$ cat src/rtl/rcs_pkg.sv
package rcs_pkg;

    typedef logic [1:0] sel_t;

    typedef enum logic [2:0] {
        ST_IDLE,
        ST_ASSERT_RST,
        ST_SWITCH,
        ST_WAIT_STABLE,
        ST_RELEASE,
        ST_WAIT_LOCK
    } seq_state_t;

    typedef struct packed {
        logic vld;
        sel_t sel;
    } sel_req_t;

    // States in which the loop is held
    function automatic logic holds_loop(seq_state_t s);
        return (s == ST_ASSERT_RST) || (s == ST_SWITCH) || (s == ST_WAIT_STABLE);
    endfunction

endpackage

$ cat src/rtl/rcs_lock_filter.sv
module rcs_lock_filter
    import rcs_pkg::*;
#(
    parameter int DEB_CYC = 4
) (
    input  logic clk,
    input  logic rst,
    input  logic lock_async,
    output logic lock_ok
);
    localparam int DW = $clog2(DEB_CYC + 1);
    localparam logic [DW-1:0] RUN_LAST = DW'(DEB_CYC - 1);

    logic          sync_a, sync_b;
    logic [DW-1:0] run_cnt;
    logic          lvl_q;

    always_ff @(posedge clk) begin
        if (rst) begin
            sync_a  <= 1'b0;
            sync_b  <= 1'b0;
            run_cnt <= '0;
            lvl_q   <= 1'b0;
        end else begin
            sync_a <= lock_async;
            sync_b <= sync_a;
            if (sync_b != lvl_q) begin
                if (run_cnt == RUN_LAST) begin
                    lvl_q   <= sync_b;
                    run_cnt <= '0;
                end else begin
                    run_cnt <= run_cnt + 1'b1;
                end
            end else begin
                run_cnt <= '0;
            end
        end
    end

    assign lock_ok = lvl_q;

    // the filtered level only moves to the synchronized level
    assert_filter_follows_sync_R5: assert property (@(posedge clk) disable iff (rst)
        !$stable(lvl_q) |-> (lvl_q == $past(sync_b)));

endmodule

$ cat src/rtl/rcs_req_queue.sv
module rcs_req_queue
    import rcs_pkg::*;
(
    input  logic     clk,
    input  logic     rst,
    input  logic     req_valid,
    input  sel_t     req_sel,
    input  logic     idle,
    output sel_req_t grant
);
    sel_req_t pend_q;

    always_comb begin
        grant.vld = idle && (pend_q.vld || req_valid);
        grant.sel = pend_q.vld ? pend_q.sel : req_sel;
    end

    always_ff @(posedge clk) begin
        if (rst) begin
            pend_q <= '0;
        end else if (idle && pend_q.vld) begin
            pend_q.vld <= req_valid;
            pend_q.sel <= req_sel;
        end else if (!idle && req_valid) begin
            pend_q.vld <= 1'b1;
            pend_q.sel <= req_sel;
        end
    end

    // a stored request is served at the first idle cycle
    assert_queue_served_R8: assert property (@(posedge clk) disable iff (rst)
        (idle && pend_q.vld) |=> !idle);

endmodule

$ cat src/rtl/rcs_seq_fsm.sv
module rcs_seq_fsm
    import rcs_pkg::*;
#(
    parameter int   MIN_RST_CYC = 4,
    parameter int   LOCK_TMO    = 1024,
    parameter sel_t INIT_SEL    = 2'd0
) (
    input  logic     clk,
    input  logic     rst,
    input  sel_req_t grant,
    input  logic     src_stable,
    input  logic     lock_ok,
    output logic     idle,
    output logic     synth_hold_n,
    output sel_t     ref_sel,
    output logic     busy,
    output logic     lock_err
);
    localparam int HW = $clog2(MIN_RST_CYC + 1);
    localparam int TW = $clog2(LOCK_TMO + 1);
    localparam logic [HW-1:0] HOLD_LAST = HW'(MIN_RST_CYC - 1);
    localparam logic [TW-1:0] TMO_LAST  = TW'(LOCK_TMO - 1);

    seq_state_t    state, state_nx;
    logic [HW-1:0] hold_cnt;
    logic [TW-1:0] tmo_cnt;
    logic          stb_seen, saw_low, err_q;
    sel_t          sel_q, tgt_q;
    logic          stable_now, locked_now, tmo_hit;

    assign stable_now = stb_seen || src_stable;
    assign locked_now = saw_low && lock_ok;
    assign tmo_hit    = (tmo_cnt == TMO_LAST);

    always_comb begin
        state_nx = state;
        unique case (state)
            ST_IDLE:        if (grant.vld) state_nx = ST_ASSERT_RST;
            ST_ASSERT_RST:  state_nx = ST_SWITCH;
            ST_SWITCH:      state_nx = ST_WAIT_STABLE;
            ST_WAIT_STABLE: if (stable_now && hold_cnt >= HOLD_LAST) state_nx = ST_RELEASE;
            ST_RELEASE:     state_nx = ST_WAIT_LOCK;
            ST_WAIT_LOCK:   if (locked_now || tmo_hit) state_nx = ST_IDLE;
            default:        state_nx = ST_IDLE;
        endcase
    end

    always_ff @(posedge clk) begin
        if (rst) begin
            state    <= ST_IDLE;
            hold_cnt <= '0;
            tmo_cnt  <= '0;
            stb_seen <= 1'b0;
            saw_low  <= 1'b0;
            err_q    <= 1'b0;
            sel_q    <= INIT_SEL;
            tgt_q    <= INIT_SEL;
        end else begin
            state <= state_nx;

            if (holds_loop(state)) begin
                if (hold_cnt < HOLD_LAST) hold_cnt <= hold_cnt + 1'b1;
            end else begin
                hold_cnt <= '0;
            end

            if (state == ST_WAIT_LOCK) tmo_cnt <= tmo_cnt + 1'b1;
            else                       tmo_cnt <= '0;

            if (state == ST_WAIT_STABLE && src_stable) stb_seen <= 1'b1;
            else if (state == ST_IDLE)                 stb_seen <= 1'b0;

            if (state == ST_IDLE)  saw_low <= 1'b0;
            else if (!lock_ok)     saw_low <= 1'b1;

            if (state == ST_IDLE && grant.vld) begin
                tgt_q <= grant.sel;
                err_q <= 1'b0;
            end
            if (state == ST_SWITCH) sel_q <= tgt_q;
            if (state == ST_WAIT_LOCK && !locked_now && tmo_hit) err_q <= 1'b1;
        end
    end

    assign idle         = (state == ST_IDLE);
    assign synth_hold_n = !holds_loop(state);
    assign ref_sel      = sel_q;
    assign busy         = !idle;
    assign lock_err     = err_q;

    // selection frozen while the loop runs
    assert_sel_frozen_R2: assert property (@(posedge clk) disable iff (rst)
        synth_hold_n |-> $stable(sel_q));

    // a switch ends with lock or with the error flag
    assert_end_locked_R7: assert property (@(posedge clk) disable iff (rst)
        $fell(busy) |-> (lock_ok || err_q));

    // the error flag rises only at the end of a lock wait
    assert_err_from_wait_R9: assert property (@(posedge clk) disable iff (rst)
        $rose(err_q) |-> ($past(state) == ST_WAIT_LOCK));

endmodule

$ cat src/rtl/refclk_switch_seq.sv
module refclk_switch_seq
    import rcs_pkg::*;
#(
    parameter int   MIN_RST_CYC = 4,
    parameter int   DEB_CYC     = 4,
    parameter int   LOCK_TMO    = 1024,
    parameter sel_t INIT_SEL    = 2'd0
) (
    input  logic       clk,
    input  logic       rst,
    input  logic       req_valid,
    input  logic [1:0] req_sel,
    input  logic       src_stable,
    input  logic       lock_async,
    output logic       synth_hold_n,
    output logic [1:0] ref_sel,
    output logic       lock_ok,
    output logic       lock_lost,
    output logic       busy,
    output logic       lock_err
);
    localparam int LW = $clog2(MIN_RST_CYC + 2);
    localparam logic [LW-1:0] LOW_MIN = LW'(MIN_RST_CYC);

    sel_req_t grant;
    logic     idle;
    logic     lock_ok_d;

    rcs_lock_filter #(.DEB_CYC(DEB_CYC)) u_filt (
        .clk        (clk),
        .rst        (rst),
        .lock_async (lock_async),
        .lock_ok    (lock_ok)
    );

    rcs_req_queue u_queue (
        .clk       (clk),
        .rst       (rst),
        .req_valid (req_valid),
        .req_sel   (req_sel),
        .idle      (idle),
        .grant     (grant)
    );

    rcs_seq_fsm #(
        .MIN_RST_CYC (MIN_RST_CYC),
        .LOCK_TMO    (LOCK_TMO),
        .INIT_SEL    (INIT_SEL)
    ) u_fsm (
        .clk          (clk),
        .rst          (rst),
        .grant        (grant),
        .src_stable   (src_stable),
        .lock_ok      (lock_ok),
        .idle         (idle),
        .synth_hold_n (synth_hold_n),
        .ref_sel      (ref_sel),
        .busy         (busy),
        .lock_err     (lock_err)
    );

    always_ff @(posedge clk) begin
        if (rst) lock_ok_d <= 1'b0;
        else     lock_ok_d <= lock_ok;
    end

    assign lock_lost = lock_ok_d && !lock_ok && idle;

    // Checker: length of the current low run of the hold line
    logic [LW-1:0] low_run;
    always_ff @(posedge clk) begin
        if (rst)                   low_run <= '0;
        else if (synth_hold_n)     low_run <= '0;
        else if (low_run < LOW_MIN) low_run <= low_run + 1'b1;
    end

    // minimum hold pulse length
    assert_min_hold_R3: assert property (@(posedge clk) disable iff (rst)
        $rose(synth_hold_n) |-> (low_run >= LOW_MIN));

    // lost event is a single cycle
    assert_lost_single_R6: assert property (@(posedge clk) disable iff (rst)
        lock_lost |=> !lock_lost);

    // no lost event during a switch
    assert_lost_not_busy_R10: assert property (@(posedge clk) disable iff (rst)
        lock_lost |-> !busy);

endmodule

$ cat config.mk
export PLATFORM = sky130hd
export DESIGN_NAME = refclk_switch_seq
export DESIGN_NICKNAME = d
export VERILOG_FILES = /design/src/rtl/rcs_pkg.sv /design/src/rtl/rcs_lock_filter.sv /design/src/rtl/rcs_req_queue.sv /design/src/rtl/rcs_seq_fsm.sv /design/src/rtl/refclk_switch_seq.sv
export SDC_FILE = /design/constraint.sdc
export NUM_CORES = 1
export LEC_CHECK = 0
export BUFFER_PORTS_ARGS = -buffer_cell sky130_fd_sc_hd__buf_4
export CAP_MARGIN = 20
export CORE_MARGIN = 5
export CORE_UTILIZATION = 51
export DETAILED_ROUTE_END_ITERATION = 10
export PLACE_DENSITY = 0.74
export REMOVE_ABC_BUFFERS = 1
export SYNTH_ARGS = -nofsm -noshare
export SYNTH_HDL_FRONTEND = slang
export SYNTH_SLANG_ARGS = --single-unit
$ cat constraint.sdc
create_clock -name clk -period 1.4 [get_ports clk]
set_clock_uncertainty 0.05 [all_clocks]
set_input_delay 0.07 -clock clk [delete_from_list [all_inputs] [get_ports clk]]
set_output_delay 0.07 -clock clk [all_outputs]
set_load 0.02 [all_outputs]
==> results.toml, run 1 <==
[run_status]
status = "finished with violations"
violations = "negative setup slack"

[yosys]
synth_compound_area_share_pct = 9.95
yosys.area_share.simple_pct = 22.6
synth_commonest_cells = "34 x dfxtp_1, 26 x nor2_1, 10 x a21oi_1, 9 x o21ai_0, 8 x mux2i_1"
synth_top_flop_cell = "dfxtp_1"
synth_top_family_by_area = "simple AND/OR/NAND/NOR gates"
syn_inst = 153
yosysTopAreaCellShare_pct = 48.3
ys_ff_latch = 34
synth.mux.area_fraction_pct = 6.66
synth-xor-area-share_pct = 4.35
synth_most_common_cell = "dfxtp_1"
synth_warnings = 0
synthTopCellsByArea = "dfxtp_1 48%, nor2_1 6.9%, mux2i_1 5.7%, ha_1 4.4%, a21oi_1 3.6%"
synth_cell_types = 31
yosysSeqAreaShare_pct = 48.3
synth_edf_count = 0
syn_avg_cell_area_um2 = 9.21
synth_fa_ha_area_share_pct = 4.44
yosys.area.top_type = "dfxtp_1"
syn_area_um2 = 1410
synth-async-reset-ratio_pct = 0

[worst_setup_path]
worstPathRequired_ns = 1.57
worstSetupPathType = "register to register"
ff2ff_setup_slack_ns = -0.14
critPathCaptureType = "register"
cp.arrival_ns = 1.71
reg2reg_to = "u_queue.pend_q[1]"
reg2reg_depth = 6
cp_max_fo = 3
reg2reg_from = "u_fsm.state[0]"
startpoint_type = "register"

[placement]
pre_cts_slack_ns = -0.0998
dp_hpwl_um = 1970
place_inst = 209
placed_area_um2 = 1640
numPortBuffers = 13
gp_congestion = 0.751

[timing]
setup_viol = 6
tightest_slew_ns = 0.451
finalHoldViolCount = 0
rsz0062_at_grt = "yes"
drv_slew = 0
period_needed_ns = 1.54
relSlewSlack_pct = 69.8
post-route-period-util_pct = 110
fin_ws_ns = -0.145
fmax_mhz = 647

[clock_network]
clkSlewWorstSetupHoldPaths_ns = 0.10
clock_latency_ns = 0.33
cts_tree = "done"
htree_num_levels = 2
clock_path_buffers = 2
numCtsBuffers = 5
cts.sinks = 34
cts-root-buf = "clkbuf_4"

[drt]
drc = 0
wl_um = 3360
dr.pass1.iters = 4
vias_per_cell = 5.38
vias = 1248
drt_iter0_drc = 84
wire_per_inst_um = 14.5
final_antenna_net_count = 0

[pwr]
p_leak_nw = 0.765
ir_drop_v = 0.00101
powerDensity_nw_per_um2 = 1070
p_total_mw = 2.15

[cells_and_area]
fin_area_um2 = 2010
finish.utilization_pct = 74.1
antennaDiodeCount = 0
area_delta_synth_final_pct = 42.6
drive_gt1_share_pct = 39.3
nets = 212
layout.cells.non_filler = 232

[die]
die_x_um = 62.6
num_io_pins = 14
start_util_pct = 52.0
num_rows = 19
die_area_um2 = 3910
fp.coreArea_um2 = 2710
die_y_um = 62.6

[grt]
gr-total-overflow = 0
grt_pass1_wl_um = 5580
grt_max_degree = 20
grt_pass1_vias = 1223
antenna_found_initial = 0
grtUsageTotal_pct = 17.6

[flow_run]
drv_cap = 0

[min_path]
hold_end = "u_fsm.state[0]"
holdPathStages = 4
hold_path_class = "primary input to register"
min_from = "src_stable"
metal layers:
| layer | vias to the layer above | part of all wire [%] | track usage [%] |
|---|---|---|---|
| li1 | 619 | - | - |
| met1 | 595 | 41 | 20.8 |
| met2 | 24 | 51 | 28.6 |
| met3 | 10 | 3.4 | 4.86 |
| met4 | 0 | 4.3 | 9.81 |
| met5 | - | 0 | 0 |
cell type report:
type                            count  area, um^2
Multi-Input combinational cell    108         802
Fill cell                         194         701
Sequential cell                    34         696
Tap cell                           31        38.8
Timing Repair Buffer               45         372
Inverter                            6        22.5
Clock buffer                        8        78.8
cell usage in the layout (no fill, tap or decap), types with 6 or more instances in the layout:
cell type / instances
dfxtp_1: 26
dfxtp_2: 6
a21oi_1: 9
o21ai_0: 6
dlygate4sd3_1: 6
mux2i_1: 7
buf_4: 34
nor2_1: 23
where the power goes:
| group | internal [mW] | switching (mW) | leakage [nW] |
|---|---|---|---|
| clock | 0.343 | 0.326 | 0.0446 |
| combinational | 0.232 | 0.191 | 0.440 |
| sequential | 1.01 | 0.0437 | 0.280 |
sequential cells by signal, indices dropped and copies added, names as in the netlist:
name and cells:
u_fsm.lock_err 1, u_fsm.hold_cnt 3, u_fsm.state 3, u_fsm.tmo_cnt 11, u_filt.sync_a 1, u_filt.run_cnt 3
u_fsm.saw_low 1, u_fsm.ref_sel 2, u_queue.pend_q 3, u_fsm.tgt_q 2, lock_ok_d 1, u_filt.sync_b 1
u_filt.lock_ok 1, u_fsm.stb_seen 1
cell families after synthesis:
family                     count (synthesis)
adders and majority gates                  5
AOI/OAI and AO/OA                         25
buffers and inverters                     11
DFF                                       34
muxes                                      9
xor gates and xnor gates                   7
and+or+nand+nor                           62
how the worst max path moves through the flow:
stage	start	end	slack (ns)	cells after the start
after floorplan	u_fsm.tmo_cnt[0]	u_fsm.state[0]	-0.08	5
after global placement	u_fsm.hold_cnt[0]	u_fsm.state[0]	-0.06	5
after detailed placement	u_fsm.hold_cnt[0]	u_fsm.state[0]	-0.1	5
after CTS	u_fsm.state[1]	lock_lost	-0.11	5
after global routing	u_fsm.state[0]	lock_lost	-0.21	5
final	u_fsm.state[0]	u_queue.pend_q[1]	-0.14	6
critical path, cell delays in order, from the launching register on:
cell	delay (ns)
dfxtp_4	0.37
nor3_4	0.20
inv_2	0.06
buf_4	0.16
mux2i_4	0.22
mux2i_2	0.30
nor2_1	0.07
per-stage QoR:
step                TNS (ns)  hold slack (ns)
floorplan             -0.139           0.0891
global placement     -0.0606            0.229
detailed placement    -0.169            0.238
CTS                   -0.210            0.108
global route          -0.851            0.167
finish                -0.426            0.143
repair_timing:
action                                 4_1_cts  5_1_grt
endpoints found under the hold margin       14        0
setup endpoints to repair                    9       16
resized for setup                           20       24
hold buffers                                 6        0
buffers inserted                             7        3
pin swaps                                    5       14
(Power assumes the default switching activity.)
==> run 2: changes to the inputs <==
--- a/config.mk
+++ b/config.mk
@@ -7,6 +7,7 @@
 export LEC_CHECK = 0
 export BUFFER_PORTS_ARGS = -buffer_cell sky130_fd_sc_hd__buf_4
 export CAP_MARGIN = 20
+export CORE_ASPECT_RATIO = 0.8
 export CORE_MARGIN = 5
 export CORE_UTILIZATION = 51
 export DETAILED_ROUTE_END_ITERATION = 10
==> run 2 against run 1 <==
- the run still ends with negative setup slack left
- clock power down 16%
- count of clock-buffer cells in the layout down 1
- register-to-register slack better by 0.09 ns
- routed wire length down 11%
- cell area down 2.3%
- final cell count up 2.6%
- utilization down 1.5 points
- critical path type is now register to primary output
- largest cell class unchanged
- largest power group unchanged
==> results.toml, run 2 (same netlist as run 1, synthesis figures left out) <==
[cells_and_area]
drive_gt1_share_pct = 36.0
fin_area_um2 = 1960
antennaDiodeCount = 0
mostFrequentLayoutCells = "32 x buf_4, 27 x dfxtp_1, 24 x nor2_1"
layout_commonest_cell = "buf_4"
nets = 211
area_delta_synth_final_pct = 39.3
num-fill-cells = 197
regMostFlops = "u_fsm.tmo_cnt"
largest_reg_flops = 11

[worst_setup_path]
ff2ff_setup_slack_ns = -0.05
worstSetupPathType = "register to primary output"
cp-endpoint = "lock_lost"
cp.arrival_ns = 1.39
reg2reg_depth = 6
path_cells = "nor3_4 -> inv_2 -> buf_6 -> nor3b_2 -> buf_4"
cp-startpoint = "u_fsm.state[0]"
slowest_delay_ns = 0.36
cp_max_fo = 2
crit_family = "flip-flops"
reg2reg_to = "u_fsm.state[0]"
slowest_stage = "dfxtp_4"
startpoint_type = "register"
critPathCaptureType = "primary output"
reg2reg_from = "u_fsm.state[0]"
worstPathRequired_ns = 1.28
critPathBufInv = 3
worst-path-stages = 5

[die]
die_area_um2 = 3920
num_io_pins = 14
die_x_um = 68.8
num_rows = 17
fp.coreArea_um2 = 2700
start_util_pct = 52.2
die_y_um = 57.0

[pwr]
powerDensity_nw_per_um2 = 1010
p_leak_nw = 0.773
ir_drop_v = 0.000491

[placement]
placed_area_um2 = 1650
numPortBuffers = 13
gp_congestion = 0.719
dp_hpwl_um = 2010

[timing]
period_needed_ns = 1.51
drv_slew = 0
tns_ns = -0.246
holdWs_ns = 0.114
fmax_mhz = 663
rsz0062_at_grt = "yes"
fin_ws_ns = -0.109
setup_viol = 5
tightest_slew_ns = 0.357
relSlewSlack_pct = 76.1
post-route-period-util_pct = 108
finalHoldViolCount = 0

[flow_run]
drv_cap = 0

[drt]
dr.pass1.iters = 5
wire_per_inst_um = 12.6
wl_um = 3010
vias_per_cell = 5.07
drt_iter0_drc = 55
vias = 1206
drc = 0
final_antenna_net_count = 0

[clock_network]
cts_tree = "done"
clock_path_buffers = 2
clkSlewWorstSetupHoldPaths_ns = 0.10
clock_latency_ns = 0.33
cts.sinks = 34
htree_num_levels = 2
numCtsBuffers = 5
cts-root-buf = "clkbuf_4"

[grt]
grt_pass1_wl_um = 4970
antenna_found_initial = 0
grt_max_degree = 20
gr-total-overflow = 0
grtUsageTotal_pct = 17.0
grt_pass1_vias = 1178

[min_path]
holdPathStages = 4
hold_path_class = "primary input to register"

[run_status]
status = "finished with violations"
violations = "negative setup slack"
==> run 2: power by group <==
| group | internal, mW | switching [mW] | leakage, nW |
|---|---|---|---|
| registers | 1.01 | 0.0348 | 0.280 |
| logic | 0.218 | 0.167 | 0.457 |
| clock network | 0.243 | 0.317 | 0.0353 |
| total | 1.47 | 0.519 | 0.773 |
==> run 2: worst min-delay path by stage <==
stage | endpoint | slack, ns | startpoint
4_1_cts | u_fsm.state[1] | 0.06 | src_stable
2_1_floorplan | u_fsm.lock_err | 0.09 | rst
3_5_place_dp | u_filt.sync_a | 0.24 | lock_async
3_3_place_gp | u_filt.sync_a | 0.23 | lock_async
6_report | u_fsm.state[1] | 0.11 | src_stable
5_1_grt | u_fsm.state[1] | 0.11 | src_stable
==> run 2: what timing repair did <==
item,in CTS,in global routing
buffers inserted,6,3
hold buffers,6,0
pin swaps,7,6
hold endpoints to repair,16,0
resized for setup,15,23
endpoints found under the setup margin,6,19
==> run 2: metal layers <==
| layer | wire, um | up-vias | track usage (%) |
|---|---|---|---|
| met3 | 104 | 7 | 5.31 |
| met1 | 1300 | 562 | 18.9 |
| met2 | 1550 | 16 | 28.6 |
| met4 | 51 | 0 | 8.89 |
| met5 | 0 | - | 0 |
| li1 | - | 621 | - |
==> run 2: stage by stage <==
step                      cells  power [mW]  worst slack, ns  util [%]
final                       238        1.99           -0.109      72.7
after global placement      215        1.31          -0.0299      60.9
after detailed placement    215        1.32           -0.103      60.9
after floorplan             148        1.21          -0.0750         -
after CTS                   235        1.96           -0.108      68.8
after global routing        238        2.09           -0.184      72.7
==> run 2: final cells by class <==
cell class,instances,area (um^2),share of cell area [%]
Multi-Input combinational cell,108,768,39.1
Timing Repair Buffer,44,368,18.7
Clock buffer,7,55.1,2.80
Clock inverter,1,5.00,0.255
Sequential cell,34,697,35.5
Tap cell,38,47.5,2.42
Inverter,6,22.5,1.15
==> run 2: tightest hold or removal path: stages <==
cell and delay, ns:
buf_4 0.08, o21ai_0 0.09, nor2_1 0.14, a21oi_1 0.08
==> run 3: changes to the inputs <==
--- a/config.mk
+++ b/config.mk
@@ -9,9 +9,10 @@
 export CAP_MARGIN = 20
 export CORE_ASPECT_RATIO = 0.8
 export CORE_MARGIN = 5
-export CORE_UTILIZATION = 51
+export CORE_UTILIZATION = 54
+export CTS_BUF_LIST = sky130_fd_sc_hd__clkbuf_4
 export DETAILED_ROUTE_END_ITERATION = 10
-export PLACE_DENSITY = 0.74
+export PLACE_DENSITY = 0.78
 export REMOVE_ABC_BUFFERS = 1
 export SYNTH_ARGS = -nofsm -noshare
 export SYNTH_HDL_FRONTEND = slang
==> run 3 against run 2 <==
- the run still ends with negative setup slack left
- sequential share of layout area increased by 0.78 points
- non-clock buffer count decreased by 4
- critical path type unchanged
- combinational power about the same
- setup slack got worse by 0.030 ns
- via count decreased by 1.1%
- flip-flop and latch count unchanged
- final cell count decreased by 2.5%
- largest power group unchanged
- register-to-register slack improved by 0.02 ns
- clock power decreased by 3.7%
==> results.toml, run 3 (same netlist as run 1, synthesis figures left out) <==
[timing]
tightest_slew_ns = 0.401
post-route-period-util_pct = 110
relSlewSlack_pct = 73.2
rsz0062_at_grt = "yes"
setup_viol = 5
tns_ns = -0.288
fmax_mhz = 650
fin_ws_ns = -0.139
holdWs_ns = 0.0919
finalHoldViolCount = 0
drv_slew = 0
period_needed_ns = 1.54

[clock_network]
cts.sinks = 34
cts-root-buf = "clkbuf_4"
cts_tree = "done"
numCtsBuffers = 5
clkSlewWorstSetupHoldPaths_ns = 0.10
clock_latency_ns = 0.35
clock_path_buffers = 2
htree_num_levels = 2

[min_path]
hold_end = "u_fsm.state[1]"
hold_path_class = "primary input to register"
min_from = "src_stable"
holdPathStages = 4

[worst_setup_path]
path_cells = "nor3_4 -> inv_2 -> buf_6 -> nor3b_2 -> buf_4"
cp_max_fo = 2
reg2reg_to = "u_fsm.state[2]"
critPathCaptureType = "primary output"
slowest_stage = "dfxtp_4"
reg2reg_from = "u_fsm.tmo_cnt[1]"
startpoint_type = "register"
reg2reg_depth = 5
cp.arrival_ns = 1.42
ff2ff_setup_slack_ns = -0.03
slowest_delay_ns = 0.36
worstSetupPathType = "register to primary output"
worstPathRequired_ns = 1.28

[grt]
grtUsageTotal_pct = 19.6
grt_pass1_wl_um = 5530
antenna_found_initial = 0
use_met2_pct = 35.2
grt_pass1_vias = 1277
grt_use_met3_pct = 4.85
busiest_layer = "met2"
gr-total-overflow = 0
grt_max_degree = 20
grtUsageMet1_pct = 20.4

[die]
fp.coreArea_um2 = 2480
num_rows = 16
start_util_pct = 56.8
die_x_um = 67.1
num_io_pins = 14
die_y_um = 55.7
die_area_um2 = 3740

[cells_and_area]
layout_commonest_cell = "buf_4"
ff_latch_area_um2 = 693
antennaDiodeCount = 0
multi_input_area_um2 = 766
largest_reg_flops = 11
area_delta_synth_final_pct = 35.6
regMostFlops = "u_fsm.tmo_cnt"
mostFrequentLayoutCells = "30 x buf_4, 28 x dfxtp_1, 24 x nor2_1"
drive_gt1_share_pct = 35.2
finish.utilization_pct = 77.0
num-fill-cells = 179
nets = 207

[pwr]
powerDensity_nw_per_um2 = 1030
p_leak_nw = 0.724
p_total_mw = 1.97
ir_drop_v = 0.000709

[drt]
vias = 1193
wire_per_inst_um = 14.2
vias_per_cell = 5.14
drc = 0
drt_iter0_drc = 71
dr.pass1.iters = 4
wl_um = 3300
final_antenna_net_count = 0

[run_status]
violations = "negative setup slack"
status = "finished with violations"

[placement]
numPortBuffers = 13
gp_congestion = 0.744
pre_cts_slack_ns = -0.0765
dp_hpwl_um = 1950

[flow_run]
drv_cap = 0
run 3: changes by cell type in the layout (fill, tap and decap cells not counted), sizes merged:
cell	previous run	this run
buf	38	34
clkinv	1	2
clkbuf	7	6
run 3: per-stage QoR:
stage	std cells	instance area, um^2
6_report	232	1910
5_1_grt	232	1910
4_1_cts	230	1840
3_5_place_dp	212	1640
3_3_place_gp	212	1640
2_1_floorplan	148	1380
run 3: final cells by class:
type,instances,share of cell area [%]
Multi-Input combinational cell,108,40.1
Sequential cell,34,36.3
Timing Repair Buffer,40,17.3
Clock buffer,6,2.36
Tap cell,36,2.36
Inverter,6,1.18
Clock inverter,2,0.458
run 3: how the worst max path moves through the flow:
stage	start	end	slack [ns]	cells past startpoint
CTS	u_fsm.state[1]	lock_lost	-0.10	5
floorplan	u_fsm.tmo_cnt[0]	u_fsm.state[0]	-0.08	5
global placement	u_fsm.hold_cnt[0]	u_fsm.state[0]	-0.04	5
detailed placement	u_fsm.hold_cnt[0]	u_fsm.state[0]	-0.08	5
global route	u_fsm.state[0]	lock_lost	-0.21	5
finish	u_fsm.state[0]	lock_lost	-0.14	5
run 3: metal layers:
| layer | vias to the layer above | wire, um | share of wire [%] |
|---|---|---|---|
| met2 | 13 | 1770 | 54 |
| met3 | 7 | 98 | 3.0 |
| met4 | 0 | 75 | 2.3 |
| met1 | 565 | 1350 | 41 |
| li1 | 608 | - | - |
| met5 | - | 0 | 0 |
run 3: critical path: cells and delay by family, from the launching register on:
family / cells / cell delay, ns
AND/OR/NAND/NOR: 2 / 0.37
flip-flops: 1 / 0.36
buffers and inverters: 3 / 0.34
run 3: report_power, final:
group | switching, mW | leakage, nW | internal (mW)
Combinational | 0.180 | 0.412 | 0.208
Clock | 0.331 | 0.0331 | 0.208
Sequential | 0.0337 | 0.279 | 1.01
run 3: what timing repair did:
action / in CTS / in global routing
hold endpoints to repair: 16 / 0
pin swaps: 6 / 6
gates resized for setup: 19 / 15
setup endpoints to repair: 5 / 15
cloned: 0 / 0
buffers inserted: 4 / 3
hold buffers: 6 / 0
